==> src/rtl/mdio_pkg.sv <==
package mdio_pkg;

  localparam int FRAME_W    = 32;
  localparam int PRE_BITS   = 32;
  localparam int TOTAL_BITS = PRE_BITS + FRAME_W;
  localparam int DATA_W     = 16;
  localparam int CFG_W      = 8;

  // opcode position inside the frame word
  localparam int OP_HI = 29;
  localparam int OP_LO = 28;
  // positions counted from the MSB of the frame (0 = first bit on the line)
  localparam int TA_POS = 14;
  localparam int RD_POS = 16;

  localparam logic [1:0] OP_WR = 2'b01;
  localparam logic [1:0] OP_RD = 2'b10;

  typedef logic [CFG_W-1:0] cfg_t;

  function automatic logic op_supported(input logic [1:0] op);
    return (op == OP_WR) || (op == OP_RD);
  endfunction

  // divider value actually used: zero behaves as one
  function automatic cfg_t eff_speed(input cfg_t s);
    return (s == '0) ? cfg_t'(1) : s;
  endfunction

  // hold delay clamped so MDIO settles before the next rising edge
  function automatic cfg_t eff_hold(input cfg_t h, input cfg_t s);
    cfg_t se;
    se = eff_speed(s);
    return (h >= se) ? (se - 1'b1) : h;
  endfunction

  // level on the line for a given bit position of the 64-bit sequence
  function automatic logic line_bit(input logic [FRAME_W-1:0] f, input int unsigned pos);
    if (pos < PRE_BITS) return 1'b1;
    return f[FRAME_W-1-int'(pos-PRE_BITS)];
  endfunction

endpackage

==> src/rtl/mdio_clk_gen.sv <==
module mdio_clk_gen
  import mdio_pkg::*;
(
  input  logic clk,
  input  logic rst_n,
  input  logic run,
  input  cfg_t speed,
  output logic mdc,
  output logic rise_evt,
  output logic fall_evt
);

  cfg_t cnt;
  logic edge_now;

  assign edge_now = run && (cnt >= eff_speed(speed));
  assign rise_evt = edge_now && !mdc;
  assign fall_evt = edge_now && mdc;

  always_ff @(posedge clk or negedge rst_n) begin
    if (!rst_n) begin
      cnt <= '0;
      mdc <= 1'b0;
    end else if (!run) begin
      cnt <= '0;
      mdc <= 1'b0;
    end else if (edge_now) begin
      cnt <= '0;
      mdc <= ~mdc;
    end else begin
      cnt <= cnt + 1'b1;
    end
  end

endmodule

==> src/rtl/mdio_seq.sv <==
module mdio_seq
  import mdio_pkg::*;
(
  input  logic               clk,
  input  logic               rst_n,
  input  logic               start,
  input  logic [FRAME_W-1:0] frame_in,
  input  cfg_t               speed,
  input  cfg_t               hold,
  input  logic               rise_evt,
  input  logic               fall_evt,
  input  logic               mdio_i,
  output logic               run,
  output logic               is_rd,
  output logic               fin,
  output logic [DATA_W-1:0]  rd_data,
  output logic               mdio_o,
  output logic               mdio_oe
);

  localparam int IDX_W = $clog2(TOTAL_BITS);
  localparam logic [IDX_W-1:0] LAST_IDX = IDX_W'(TOTAL_BITS - 1);
  localparam logic [IDX_W-1:0] TA_IDX   = IDX_W'(PRE_BITS + TA_POS);
  localparam logic [IDX_W-1:0] RD_IDX   = IDX_W'(PRE_BITS + RD_POS);

  logic [IDX_W-1:0]   idx;
  logic [FRAME_W-1:0] txf;
  logic               pend;
  cfg_t               hcnt;
  logic               last_bit;
  logic               launch;

  assign last_bit = (idx == LAST_IDX);
  assign fin      = run && fall_evt && last_bit;
  assign launch   = pend && (hcnt >= eff_hold(hold, speed));

  always_ff @(posedge clk or negedge rst_n) begin
    if (!rst_n) begin
      run     <= 1'b0;
      is_rd   <= 1'b0;
      idx     <= '0;
      txf     <= '0;
      pend    <= 1'b0;
      hcnt    <= '0;
      rd_data <= '0;
    end else if (!run) begin
      if (start) begin
        run     <= 1'b1;
        idx     <= '0;
        txf     <= frame_in;
        is_rd   <= (frame_in[OP_HI:OP_LO] == OP_RD);
        pend    <= 1'b0;
        hcnt    <= '0;
        rd_data <= '0;
      end
    end else begin
      if (fall_evt) begin
        run  <= !last_bit;
        pend <= !last_bit;
        hcnt <= '0;
      end else if (launch) begin
        idx  <= idx + 1'b1;
        pend <= 1'b0;
      end else if (pend) begin
        hcnt <= hcnt + 1'b1;
      end
      if (rise_evt && is_rd && (idx >= RD_IDX)) begin
        rd_data <= {rd_data[DATA_W-2:0], mdio_i};
      end
    end
  end

  assign mdio_o  = run && line_bit(txf, 32'(idx));
  assign mdio_oe = run && !(is_rd && (idx >= TA_IDX));

endmodule

==> src/rtl/mdio_frame_reg.sv <==
module mdio_frame_reg
  import mdio_pkg::*;
(
  input  logic               clk,
  input  logic               rst_n,
  input  logic               wr,
  input  logic [FRAME_W-1:0] wdata,
  input  logic               clr,
  input  logic               busy,
  input  logic               fin,
  input  logic               fin_rd,
  input  logic [DATA_W-1:0]  rd_data,
  output logic               start,
  output logic [FRAME_W-1:0] frame_q,
  output logic               done_evt
);

  assign start = wr && !busy && op_supported(wdata[OP_HI:OP_LO]);

  always_ff @(posedge clk or negedge rst_n) begin
    if (!rst_n) begin
      frame_q <= '0;
    end else if (start) begin
      frame_q <= wdata;
    end else if (fin && fin_rd) begin
      frame_q[DATA_W-1:0] <= rd_data;
    end
  end

  always_ff @(posedge clk or negedge rst_n) begin
    if (!rst_n) begin
      done_evt <= 1'b0;
    end else if (fin) begin
      done_evt <= 1'b1;
    end else if (clr) begin
      done_evt <= 1'b0;
    end
  end

endmodule

==> src/rtl/mdio_master.sv <==
module mdio_master
  import mdio_pkg::*;
(
  input  logic               clk,
  input  logic               rst_n,
  input  logic               frame_wr,
  input  logic [FRAME_W-1:0] frame_wdata,
  input  logic               done_clr,
  input  logic [CFG_W-1:0]   speed_cfg,
  input  logic [CFG_W-1:0]   hold_cfg,
  output logic [FRAME_W-1:0] frame_q,
  output logic               done_evt,
  output logic               busy,
  output logic               mdc,
  output logic               mdio_o,
  output logic               mdio_oe,
  input  logic               mdio_i
);

  logic              seq_start;
  logic              seq_fin;
  logic              seq_rd;
  logic              mdc_rise;
  logic              mdc_fall;
  logic [DATA_W-1:0] seq_rdata;

  mdio_frame_reg u_reg (
    .clk      (clk),
    .rst_n    (rst_n),
    .wr       (frame_wr),
    .wdata    (frame_wdata),
    .clr      (done_clr),
    .busy     (busy),
    .fin      (seq_fin),
    .fin_rd   (seq_rd),
    .rd_data  (seq_rdata),
    .start    (seq_start),
    .frame_q  (frame_q),
    .done_evt (done_evt)
  );

  mdio_clk_gen u_clk (
    .clk      (clk),
    .rst_n    (rst_n),
    .run      (busy),
    .speed    (speed_cfg),
    .mdc      (mdc),
    .rise_evt (mdc_rise),
    .fall_evt (mdc_fall)
  );

  mdio_seq u_seq (
    .clk      (clk),
    .rst_n    (rst_n),
    .start    (seq_start),
    .frame_in (frame_wdata),
    .speed    (speed_cfg),
    .hold     (hold_cfg),
    .rise_evt (mdc_rise),
    .fall_evt (mdc_fall),
    .mdio_i   (mdio_i),
    .run      (busy),
    .is_rd    (seq_rd),
    .fin      (seq_fin),
    .rd_data  (seq_rdata),
    .mdio_o   (mdio_o),
    .mdio_oe  (mdio_oe)
  );

endmodule

==> config.mk <==
export PLATFORM = sky130hd
export DESIGN_NAME = mdio_master
export DESIGN_NICKNAME = d
export VERILOG_FILES = /design/src/rtl/mdio_pkg.sv /design/src/rtl/mdio_clk_gen.sv /design/src/rtl/mdio_seq.sv /design/src/rtl/mdio_frame_reg.sv /design/src/rtl/mdio_master.sv
export SDC_FILE = /design/constraint.sdc
export NUM_CORES = 1
export LEC_CHECK = 0
export CAP_MARGIN = 0
export CORE_MARGIN = 8
export CORE_UTILIZATION = 38
export CTS_CLUSTER_DIAMETER = 50
export CTS_CLUSTER_SIZE = 10
export DETAILED_ROUTE_END_ITERATION = 10
export PLACE_DENSITY = 0.66
export SKIP_CTS_REPAIR_TIMING = 1
export SYNTH_ARGS = -nofsm -noshare
export SYNTH_HDL_FRONTEND = slang
export SYNTH_SLANG_ARGS = --single-unit
==> constraint.sdc <==
create_clock -name clk -period 3.1 [get_ports clk]
set_input_delay 0.465 -clock clk [delete_from_list [all_inputs] [get_ports clk]]
set_output_delay 0.465 -clock clk [all_outputs]
set_load 0.02 [all_outputs]
== Word-level counts from Yosys, hierarchy flattened ==
Cells that the tools add are included.
Storage, ports and cells
  register bits: 107
  latch bits: 0
  bits of input ports: 53
  output and inout bits: 37
  bits in writable memories: 0
  memories: 0
  memory bits (read-only): 0
Operators by class
  eq/ne operators: 10
  bitwise operators: 2
  multipliers: 0
  shift-type cells: 0
  $lt $le $gt $ge: 7
  div/mod/pow operators: 0
  muxes and demuxes: 35
  reductions and logical operators: 28
  add/subtract/negate cells: 6
Operators with widths (number)
  2-to-1 mux 16 bit: 5
  2-to-1 mux 8 bit: 9
  < comparator 32 x 7 -> 1 bit, second input constant: 1
  subtractor 6 x 32 -> 32 bit, first input constant: 1
  greater-or-equal comparator 8 bit: 3
  2-to-1 mux 6 bit: 4
  adder 8 x 1 -> 8 bit, second input constant: 2
  2-to-1 mux 1 bit: 16
  logical AND 1 bit: 14
  greater-or-equal comparator 6 bit, second input constant: 2
  inequality test 3 x 2 -> 1 bit, second input constant: 3
  logical NOT 8 bit: 1
  inequality test 2 bit, second input constant: 4
  subtractor 8 x 1 -> 8 bit, second input constant: 1
  subtractor 6 x 6 -> 7 bit, second input constant: 1
  adder 6 x 1 -> 6 bit, second input constant: 1
  == test 6 bit, second input constant: 1
  < comparator 6 bit, second input constant: 1
  AND reduction 2 bit: 3
  AND reduction 3 bit: 2
  nonzero test 2 bit: 3
  binary-select mux 1 bit (select 5 bit): 1
  logical NOT 1 bit: 4
  == test 2 x 1 -> 1 bit, second input constant: 1
  3 further kinds: 4

== Longest topological paths before layout ==
Gate-level depths: netlist (run 1).
  depth in word-level cells: 10
  depth in mapped cells: 19
  gate-level depth less buffers: 17

== Modules after synthesis ==
Synthesis (run 1) repeated with hierarchy kept, for this count alone.
Unflattened totals
  cells, all modules: 584
  area total of the unflattened synthesis: 5866.9 um2
Modules (own cells, without submodules)
  mdio_seq: times used 1, area an instance 3718.6 um2, cells an instance 421
  mdio_frame_reg: times used 1, area an instance 1448.9 um2, cells an instance 92
  mdio_clk_gen: times used 1, area an instance 699.4 um2, cells an instance 71

== Worst setup path after synthesis (run 1) ==
Ideal clock, no wire load.
  kind: input-to-reg
  start point: in speed_cfg[2]
  end point: reg u_seq.hcnt[3]
  buffers on the path: 1
  library setup time: 0.126 ns
  required time: 2.974 ns
  cell stages on the path: 18
  slack: -1.516 ns
  arrival: 4.490 ns
  cell sequence: or4_4 -> or3_4 -> o21bai_4 -> ha_1 -> nand2b_1 -> a21o_1 -> a21oi_1 -> o21ai_0 -> a21o_1 -> clkbuf_1 -> mux2i_1 -> ha_1 -> nand2b_4 -> a2111oi_4 -> o21ai_1 -> a21bo_4 -> a21o_4 -> a221o_1
Between the ends
  cells in the longest elaborated chain, start to end: 8
  elaborated cells between the ends (all ways): 15
  those cells by class: add/sub: 1; order compare: 3; eq/ne: 2; mux: 4; reduce/logical: 5
Ends and longest elaborated chain
  start, declared: RTL line mdio_master.sv:9  | input logic [CFG_W-1:0] speed_cfg,
  logical NOT 8 bit: RTL line mdio_pkg.sv:27  | return (s == '0) ? cfg_t'(1) : s;
  2-to-1 mux 8 bit (*): RTL line mdio_pkg.sv:27
  subtractor 8 x 1 -> 8 bit or greater-or-equal comparator 8 bit (tied branches): RTL line mdio_pkg.sv:34  | return (h >= se) ? (se - 1'b1) : h;
  2-to-1 mux 8 bit: RTL line mdio_pkg.sv:34
  greater-or-equal comparator 8 bit: RTL line mdio_seq.sv:35  | assign launch = pend && (hcnt >= eff_hold(hold, speed));
  logical AND 1 bit: RTL line mdio_seq.sv:35
  inequality test 3 x 2 -> 1 bit (no line)
  AND reduction 3 bit (no line)
  end signal, assigned: RTL line mdio_seq.sv:65  | hcnt <= hcnt + 1'b1;
  end, declared: RTL line mdio_seq.sv:29  | cfg_t hcnt;
Every way passes the cells marked *; elsewhere a longest branch is shown, timed or not.
A chain may end at the register's enable or synchronous reset.

== Final worst setup path (run 1) ==
  start point: in speed_cfg[1]
  end point: reg u_seq.idx[3]
Between the ends
  cells in the longest elaborated chain, start to end: 8
  elaborated cells between the ends (all ways): 13
  those cells by class: add/sub: 1; order compare: 3; eq/ne: 2; mux: 2; reduce/logical: 5
Ends and longest elaborated chain
  logical NOT 8 bit: RTL line mdio_pkg.sv:27
  2-to-1 mux 8 bit (*): RTL line mdio_pkg.sv:27
  subtractor 8 x 1 -> 8 bit or greater-or-equal comparator 8 bit (tied branches): RTL line mdio_pkg.sv:34
  2-to-1 mux 8 bit: RTL line mdio_pkg.sv:34
  greater-or-equal comparator 8 bit: RTL line mdio_seq.sv:35
  logical AND 1 bit: RTL line mdio_seq.sv:35
  inequality test 2 bit (no line)
  AND reduction 3 bit (no line) (*)
  end signal, assigned: RTL line mdio_seq.sv:62  | idx <= idx + 1'b1;
  end, declared: RTL line mdio_seq.sv:26  | logic [IDX_W-1:0] idx;
Marked as above.

==> results of run 1 <==
area by class of cell:
| type | instances | area (µm²) | share of cell area |
|---|---|---|---|
| Sequential cell | 107 | 2680 | 0.363 |
| Clock inverter | 4 | 51.3 | 0.00694 |
| Timing Repair Buffer | 144 | 1370 | 0.185 |
| Multi-Input combinational cell | 414 | 2740 | 0.371 |
| Clock buffer | 11 | 243 | 0.0328 |
| Tap cell | 184 | 230 | 0.0312 |
| Inverter | 20 | 75.1 | 0.0102 |
through the flow:
step                 util  setup TNS, ps
detailed placement  0.481         -49890
CTS                 0.502         -30240
global placement    0.481         -45640
floorplan               -         -17580
finish              0.516         -14980
global route        0.516         -17660
worst paths after layout:
check                                          start                            end  slack (ps)  depth (start not counted)
setup / recovery                        speed_cfg[1]       u_seq.idx[3]$_DFFE_PN0P_       -1140                         21
hold / removal                                 rst_n  u_reg.frame_q[17]$_DFFE_PN0P_         220                          1
setup reg to reg              u_clk.cnt[5]$_DFF_PN0_       u_seq.idx[3]$_DFFE_PN0P_         580                          8
hold reg to reg            u_seq.txf[29]$_DFFE_PN0P_      u_seq.txf[29]$_DFFE_PN0P_         480                          2
max in group asynchronous                      rst_n       u_seq.idx[0]$_DFFE_PN0P_        2160                          2
min in group clk           u_seq.txf[29]$_DFFE_PN0P_      u_seq.txf[29]$_DFFE_PN0P_         480                          2
logic make-up (layout without fill, tap and decap cells):
kind of cell | Yosys count | in the layout | share of synthesized area
compound gates | 91 | 91 | 0.115
buf+inv | 44 | 179 | 0.0334
fa+ha+maj | 29 | 29 | 0.0663
xor+xnor | 13 | 13 | 0.0208
mux | 35 | 35 | 0.0825
flops | 107 | 107 | 0.489
simple gates | 246 | 246 | 0.193
worst register-to-register path: stages (launching register included):
cell and delay (ps):
dfrtp_1 430, ha_1 340, a211oi_2 230, nor2_1 110, nor2_2 220, a21oi_1 290
buf_4 250, o31ai_1 400, a21oi_2 110
state kept, by name, summed over array words and instances (netlist names):
| register | cells |
|---|---|
| u_clk.cnt | 8 |
| u_seq.pend | 1 |
| u_clk.mdc | 1 |
| u_seq.is_rd | 1 |
| u_reg.done_evt | 1 |
| u_seq.hcnt | 8 |
| u_reg.frame_q | 32 |
| u_seq.idx | 6 |
| u_seq.txf | 32 |
| u_seq.rd_data | 16 |
| u_seq.run | 1 |
power groups by stage:
stage	Sequential, mW	Clock [mW]	Combinational, mW
6_report	1.74	1.15	1.16
5_1_grt	1.77	1.22	1.29
4_1_cts	1.73	1.16	1.10
3_5_place_dp	1.76	0	1.08
3_3_place_gp	1.75	0	1.04
2_1_floorplan	1.72	0	0.668
per-layer routing:
metal	part of all wire	GRT usage	vias up	wire length, µm
li1	-	-	2195	-
met1	0.46	0.197	2209	6530
met2	0.47	0.251	114	6790
met3	0.051	0.0377	24	723
met4	0.018	0.0549	2	255
met5	0.00091	0	-	13
placed cells by master, fill, tap and decap left out, drive strengths merged, types with 4 or more instances in the layout:
cell	count
mux2i	26
clkbuf	14
nand2	174
and3	4
o31ai	5
ha	29
clkdlybuf4s50	83
nand3	12
nor2	23
dfrtp	107
inv	20
mux4	8
and2	5
nand2b	7
xor2	8
o21ai	43
or4	5
a21oi	12
a21o	5
buf	56
a211oi	4
xnor2	5
nor4	4
==> run summary, run 1 <==
The run finished, with violations left. The checks that failed: negative setup slack. The number of CTS-inserted buffers was 9; the cell count after synthesis was 565.

Across the routed clock network, the largest skew measured is 7.07 ps. The post-layout net count is 778. The synthesized design contains 0 enable-type register cells. In the synthesized netlist the dominant register cell turns out to be dfrtp_1.

The internal portion of the total power is 2.81 mW. The run gives 0 as the final routed DRC violation total. Counting both buffers and inverters, the worst setup path holds a total of 4. STA puts the critical path data required time at 3300 ps.

For this design the top-level I/O count stands at 90. The tool flagged a number of max-cap violations equal to 0. The maximum root-to-sink buffer count is 2, and the distinct cell type count of the synthesized netlist is 55.

In the post-synthesis netlist, the biggest area contributors are dfrtp_1 (49%), nand2_1 (12%), ha_1 (6.6%). Area share of the leading cell type in the synthesized netlist: 0.489. Yosys printed 0 warnings. The run gives 0.427 as the normalized max-slew margin.

Among the stages of the critical path, the cell type that occurs most often is buf_4. In this run the clock root is driven by a clkbuf_16. The via density per instance was 5.14. The kind of cell adding the most delay to the critical path was compound AO/OA/AOI/OAI gates. The floorplan die width is 136 µm, and the estimated wirelength of the detail-placed design is 10,100 µm. For this design, the sink count on the clock tree is 107.

The switching share of total power works out to 0.306. The biggest area contributor in the post-synthesis netlist is dfrtp_1. The post-synthesis async set-or-reset flop share is 1.00, and the pre-CTS setup slack is -1840 ps. The total design power is 4.05 mW, and the transition time at the pin with the least slew margin is 860 ps. The power share of the combinational group was 0.287; the slack of the critical path was -1140 ps.

Wires add up to 14,300 µm. Post-route clock period utilization: 1.37. The power density over the cells works out to 548 nW/µm². For the net switching power, the log shows 1.24 mW. 0 antenna diodes ended up in the layout.

Traced cell by cell, the critical path runs through buf_6 -> or4_4 -> or3_4 -> o21bai_4 -> ha_4 -> nand2b_4 -> a21o_1 -> a21oi_2 -> o21ai_2 -> a21o_4 -> buf_4 -> mux2i_1 -> ha_1 -> o21a_1 -> o21ai_1 -> o21ai_2 -> a41oi_1 -> buf_4 -> buf_4 -> o31ai_1 -> a21oi_2. For the placed cell area, the log shows 6890 µm². For the post-layout instance count excluding filler cells, the log shows 884. TritonCTS built the clock tree. Overall global routing resource usage: 0.155. The tools report the reported leakage power as 3.65 nW. After detailed placement, the design holds a cell count of 857.

The layout has 1,287 filler cells. At the end of routability-driven placement, the weighted congestion stood at 0.816. The worst-case IR drop observed on VDD is 0.000232 V. The largest single stage delay on the critical path is 520 ps.

The post-CTS clock slew at the launch and capture registers of the worst setup and hold paths was 70 ps. CTS built an H-tree with a depth of 3. The number of antenna violations at the first check in global routing came out at 1. The most common cell in the synthesized netlist is nand2_1.

Counting flops and latches in the post-synthesis netlist gives 107. The mapped netlist covers 5480 µm². For the aggregate global routing overflow, the log shows 0. Synthesized area divided by synthesized cell count: 9.69 µm². Ranked by instance count, the synthesized netlist is headed by nand2_1 (174), dfrtp_1 (107), ha_1 (29), o21ai_0 (29), mux2i_1 (26). The first global-routing pass estimated 23,200 µm of wire.

Area added between synthesis and finish: 34.9%. The final number of setup-violating endpoints is 15, and the fraction of final layout cells sized beyond drive strength 1 is 0.161. Data arrives at the worst endpoint at 4440 ps. The routed layout has 4,544 vias. Of all nets on the critical path, the largest fanout is 8. The total number of placement rows is 44. The time the worst path needs with I/O delays and setup works out to 4240 ps.

For this run, the top clock speed supported by timing is 236 MHz. The setup path with the least slack is of type input port to register. The effective utilization at floorplan is 0.383. Remaining antenna violation count: 0.

The finished cells cover 7390 µm². The logs give 4,757 for the via count of the first global-routing pass and 0 for the count of final hold-check violations. The logs give 0.283 for the part of the total power dissipated in the clock network and 223 ps for the worst hold margin.

The tools report the proportion of power drawn by flip-flops and latches as 0.430. For the number of max-slew violations in the final report, the log shows 0. The type of the tightest min-delay check was input port to async pin. The tools report the kind of end point of the critical path as a register.

Setup repair after global routing could not meet its margin everywhere. The floorplan core area was 14,300 µm². The logs give 647 for the synthesized netlist net count and 231 for the initial DRC count. For the sequential-to-total area share from yosys stat, the log shows 0.489. The average wire length per cell after detail routing works out to 16.2 µm. The floorplan die area is 18,500 µm².

Entering global routing, the biggest net connects 68 pins. For the worst-skew pair, the clock arrives at the later sink with an insertion delay of 350 ps. Number of input and output port buffers inserted: 89. The pre-antenna-repair detailed-routing pass consisted of 4 iterations. The kind of start point of the critical path is an input port. The cell with the biggest individual delay on the critical path is or4_4. The die span in y is 136 µm.
Note: power is estimated with default switching activity, not from simulation.
==> run 2: changes to the inputs <==
--- a/config.mk
+++ b/config.mk
@@ -11,6 +11,7 @@
 export CTS_CLUSTER_DIAMETER = 50
 export CTS_CLUSTER_SIZE = 10
 export DETAILED_ROUTE_END_ITERATION = 10
+export GPL_ROUTABILITY_DRIVEN = 0
 export PLACE_DENSITY = 0.66
 export SKIP_CTS_REPAIR_TIMING = 1
 export SYNTH_ARGS = -nofsm -noshare
==> run summary, run 2 (synthesis gave the netlist of run 1 again) <==
The run finished, with violations left. Violated checks: negative setup slack (unchanged). The peak per-stage delay on the critical path was 520 ps (about the same).

The tools report the clock insertion delay at the later pin of the skew report as 350 ps (about the same). The logs give 16 (was 15) for the final number of setup-violating endpoints and 6670 µm (was 6530 µm) for the met1 wire length. The tools report the kind of end point of the critical path as a register (unchanged). The final core utilization is 0.522 (was 0.516), and the number of CTS-inserted buffers is 9 (unchanged).

The detailed-router iteration count before antenna repair was 5 (was 4); the maximum root-to-sink buffer count was 2 (unchanged). The initial DRC count came out at 209 (was 231). The remaining antenna violation count was 0 (unchanged); the effective utilization at floorplan was 0.383 (unchanged). The max-capacitance violation count is 0 (unchanged).

The normalized max-slew margin is 0.219 (was 0.427). The length of routed met3 wiring was 695 µm (was 723 µm); the pre-CTS setup slack was -1820 ps (was -1840 ps). The post-CTS clock slew at the launch and capture registers of the worst setup and hold paths was 70 ps (about the same); the highest clock rate was 232 MHz (was 236 MHz).

Average wire length per cell after detail routing: 16.4 µm (was 16.2 µm). The top layer reached by signal wires was met5 (unchanged). Number of max-slew violations in the final report: 0 (unchanged). Total number of placement rows: 44 (unchanged).

For the slack of the critical path, the log shows -1210 ps (was -1140 ps). The tools report the count of final hold-check violations as 0 (unchanged). The run gives 14,600 µm (was 14,300 µm) as the final routed wirelength across all metal layers. The run gives 778 (unchanged) as the post-layout net count. The aggregate global routing overflow was 0 (unchanged); the reported leakage power was 3.65 nW (about the same).

Most frequent cells in the layout: nand2_1 (173), dfrtp_1 (106), clkdlybuf4s50_1 (83) (was nand2_1 (174), dfrtp_1 (106), clkdlybuf4s50_1 (83)). The multi-input gate area in the final layout was 2790 µm² (was 2740 µm²). Kind of cell adding the most delay to the critical path: simple AND/OR/NAND/NOR gates (was compound AO/OA/AOI/OAI gates). The final routed DRC violation total was 0 (unchanged); the cell area after layout was 7480 µm² (was 7390 µm²).

Number of cells on the critical path: 21 (unchanged). The wire length on met2 is 6950 µm (was 6790 µm), and the number of H-tree branching levels is 3 (unchanged). For the largest vdd supply drop, the log shows 0.000281 V (was 0.000232 V). The kind of start point of the critical path is an input port (unchanged). The number of input and output port buffers inserted is 89 (unchanged), and the transition time at the pin with the least slew margin is 1170 ps (was 860 ps).

The area taken by flip-flops and latches is 2680 µm² (unchanged). The clock sink count came out at 107 (unchanged). The antenna diode count is 0 (unchanged). The time the worst path needs with I/O delays and setup was 4310 ps (was 4240 ps); the fraction of final layout cells sized beyond drive strength 1 was 0.175 (was 0.161). The type of the tightest min-delay check is input port to async pin (unchanged). The logs give 14,300 µm² (unchanged) for the floorplan core area and 18,500 µm² (unchanged) for the floorplan die area. Area added between synthesis and finish: 36.6% (was 34.9%). The peak fanout along the critical path works out to 6 (was 8). The most frequent standard cell in the layout excluding fill and tap cells was nand2_1 (unchanged). The worst-case clock skew was 7.16 ps (was 7.07 ps).

Setup repair after global routing could not meet its margin everywhere. The master cell of the clock root buffer is clkbuf_16 (unchanged). The via density per instance works out to 5.17 (was 5.14).

The floorplan die width is 136 µm (unchanged), and the data arrival at the endpoint of the critical path is 4580 ps (was 4440 ps). The wire length of the first global-routing pass came out at 23,100 µm (was 23,200 µm). CP cell instances: buf_6 -> or4_4 -> or3_4 -> o21bai_4 -> ha_4 -> nand2b_4 -> a21o_1 -> a21oi_2 -> o21ai_1 -> a21o_2 -> buf_6 -> mux2i_1 -> ha_1 -> o21a_1 -> o21ai_1 -> o21ai_2 -> buf_4 -> a41oi_4 -> buf_6 -> or4_4 -> a21oi_1 (was buf_6 -> or4_4 -> or3_4 -> o21bai_4 -> ha_4 -> nand2b_4 -> a21o_1 -> a21oi_2 -> o21ai_2 -> a21o_4 -> buf_4 -> mux2i_1 -> ha_1 -> o21a_1 -> o21ai_1 -> o21ai_2 -> a41oi_1 -> buf_4 -> buf_4 -> o31ai_1 -> a21oi_2).

The tools report the via count of the first global-routing pass as 4,779 (was 4,757). The cell with the biggest individual delay on the critical path is or4_4 (unchanged). The number of buffers and inverters on the critical path is 4 (unchanged), and the depth of the worst register-to-register path is 7 (was 8). The number of antenna violations at the first check in global routing was 1 (unchanged). The run gives 90 (unchanged) as the number of top-level pins. The logs give 168 ps (was 223 ps) for the worst hold margin and 0.154 (was 0.155) for the overall global routing resource usage. The placed cell area came out at 6900 µm² (was 6890 µm²).

The most repeated library cell on the critical path was buf_6 (was buf_4). The post-route clock period utilization was 1.39 (was 1.37); the maximum number of pins on one net before global-route repair was 108 (was 68). TritonCTS built the clock tree.

For the filler cell count in the final layout, the log shows 1,297 (was 1,287). Registers with the most flip-flops: u_reg.frame_q x32, u_seq.txf x32, u_seq.rd_data x16 (unchanged). The power density over the cells was 559 nW/µm² (was 548 nW/µm²); the die span in y was 136 µm (unchanged).

For the count of vias placed by the detailed router, the log shows 4,578 (was 4,544). For the required time of the worst setup path, the log shows 3370 ps (was 3300 ps). The estimated wirelength of the detail-placed design came out at 10,100 µm (about the same). Classification of the worst setup path: input port to register (unchanged).
[run 2: worst paths after layout]
path	startpoint	end	slack (ps)
setup reg to reg	u_clk.cnt[1]$_DFF_PN0_	u_seq.idx[3]$_DFFE_PN0P_	530
setup / recovery	speed_cfg[2]	u_seq.idx[3]$_DFFE_PN0P_	-1210
hold reg to reg	u_seq.txf[22]$_DFFE_PN0P_	u_seq.txf[22]$_DFFE_PN0P_	470
max in group asynchronous	rst_n	u_seq.hcnt[2]$_DFFE_PN0P_	2470
min in group clk	u_seq.txf[22]$_DFFE_PN0P_	u_seq.txf[22]$_DFFE_PN0P_	470
hold / removal	rst_n	u_reg.frame_q[21]$_DFFE_PN0P_	170
[run 2: per-layer routing]
metal,GRT usage,vias to the layer above
met5,0,-
met4,0.0647,2
met3,0.0355,22
met2,0.246,122
met1,0.198,2238
li1,-,2194
[run 2: power by group]
| group | internal (mW) | total [mW] | switching [mW] |
|---|---|---|---|
| Combinational | 0.628 | 1.20 | 0.574 |
| Clock | 0.708 | 1.23 | 0.520 |
| Sequential | 1.54 | 1.75 | 0.204 |
[run 2: final cells by class]
| cell class | instances | area share |
|---|---|---|
| Clock buffer | 10 | 0.0306 |
| Inverter | 20 | 0.0100 |
| Timing Repair Buffer | 144 | 0.185 |
| Tap cell | 184 | 0.0308 |
| Sequential cell | 107 | 0.358 |
| Clock inverter | 6 | 0.0120 |
| Multi-Input combinational cell | 414 | 0.373 |
[run 2: stage by stage]
stage	setup TNS (ps)	instances	total power, mW
global route	-21240	885	4.38
global placement	-50220	858	2.79
finish	-16750	885	4.18
CTS	-33580	874	4.10
detailed placement	-54140	858	2.86
floorplan	-17580	565	2.39
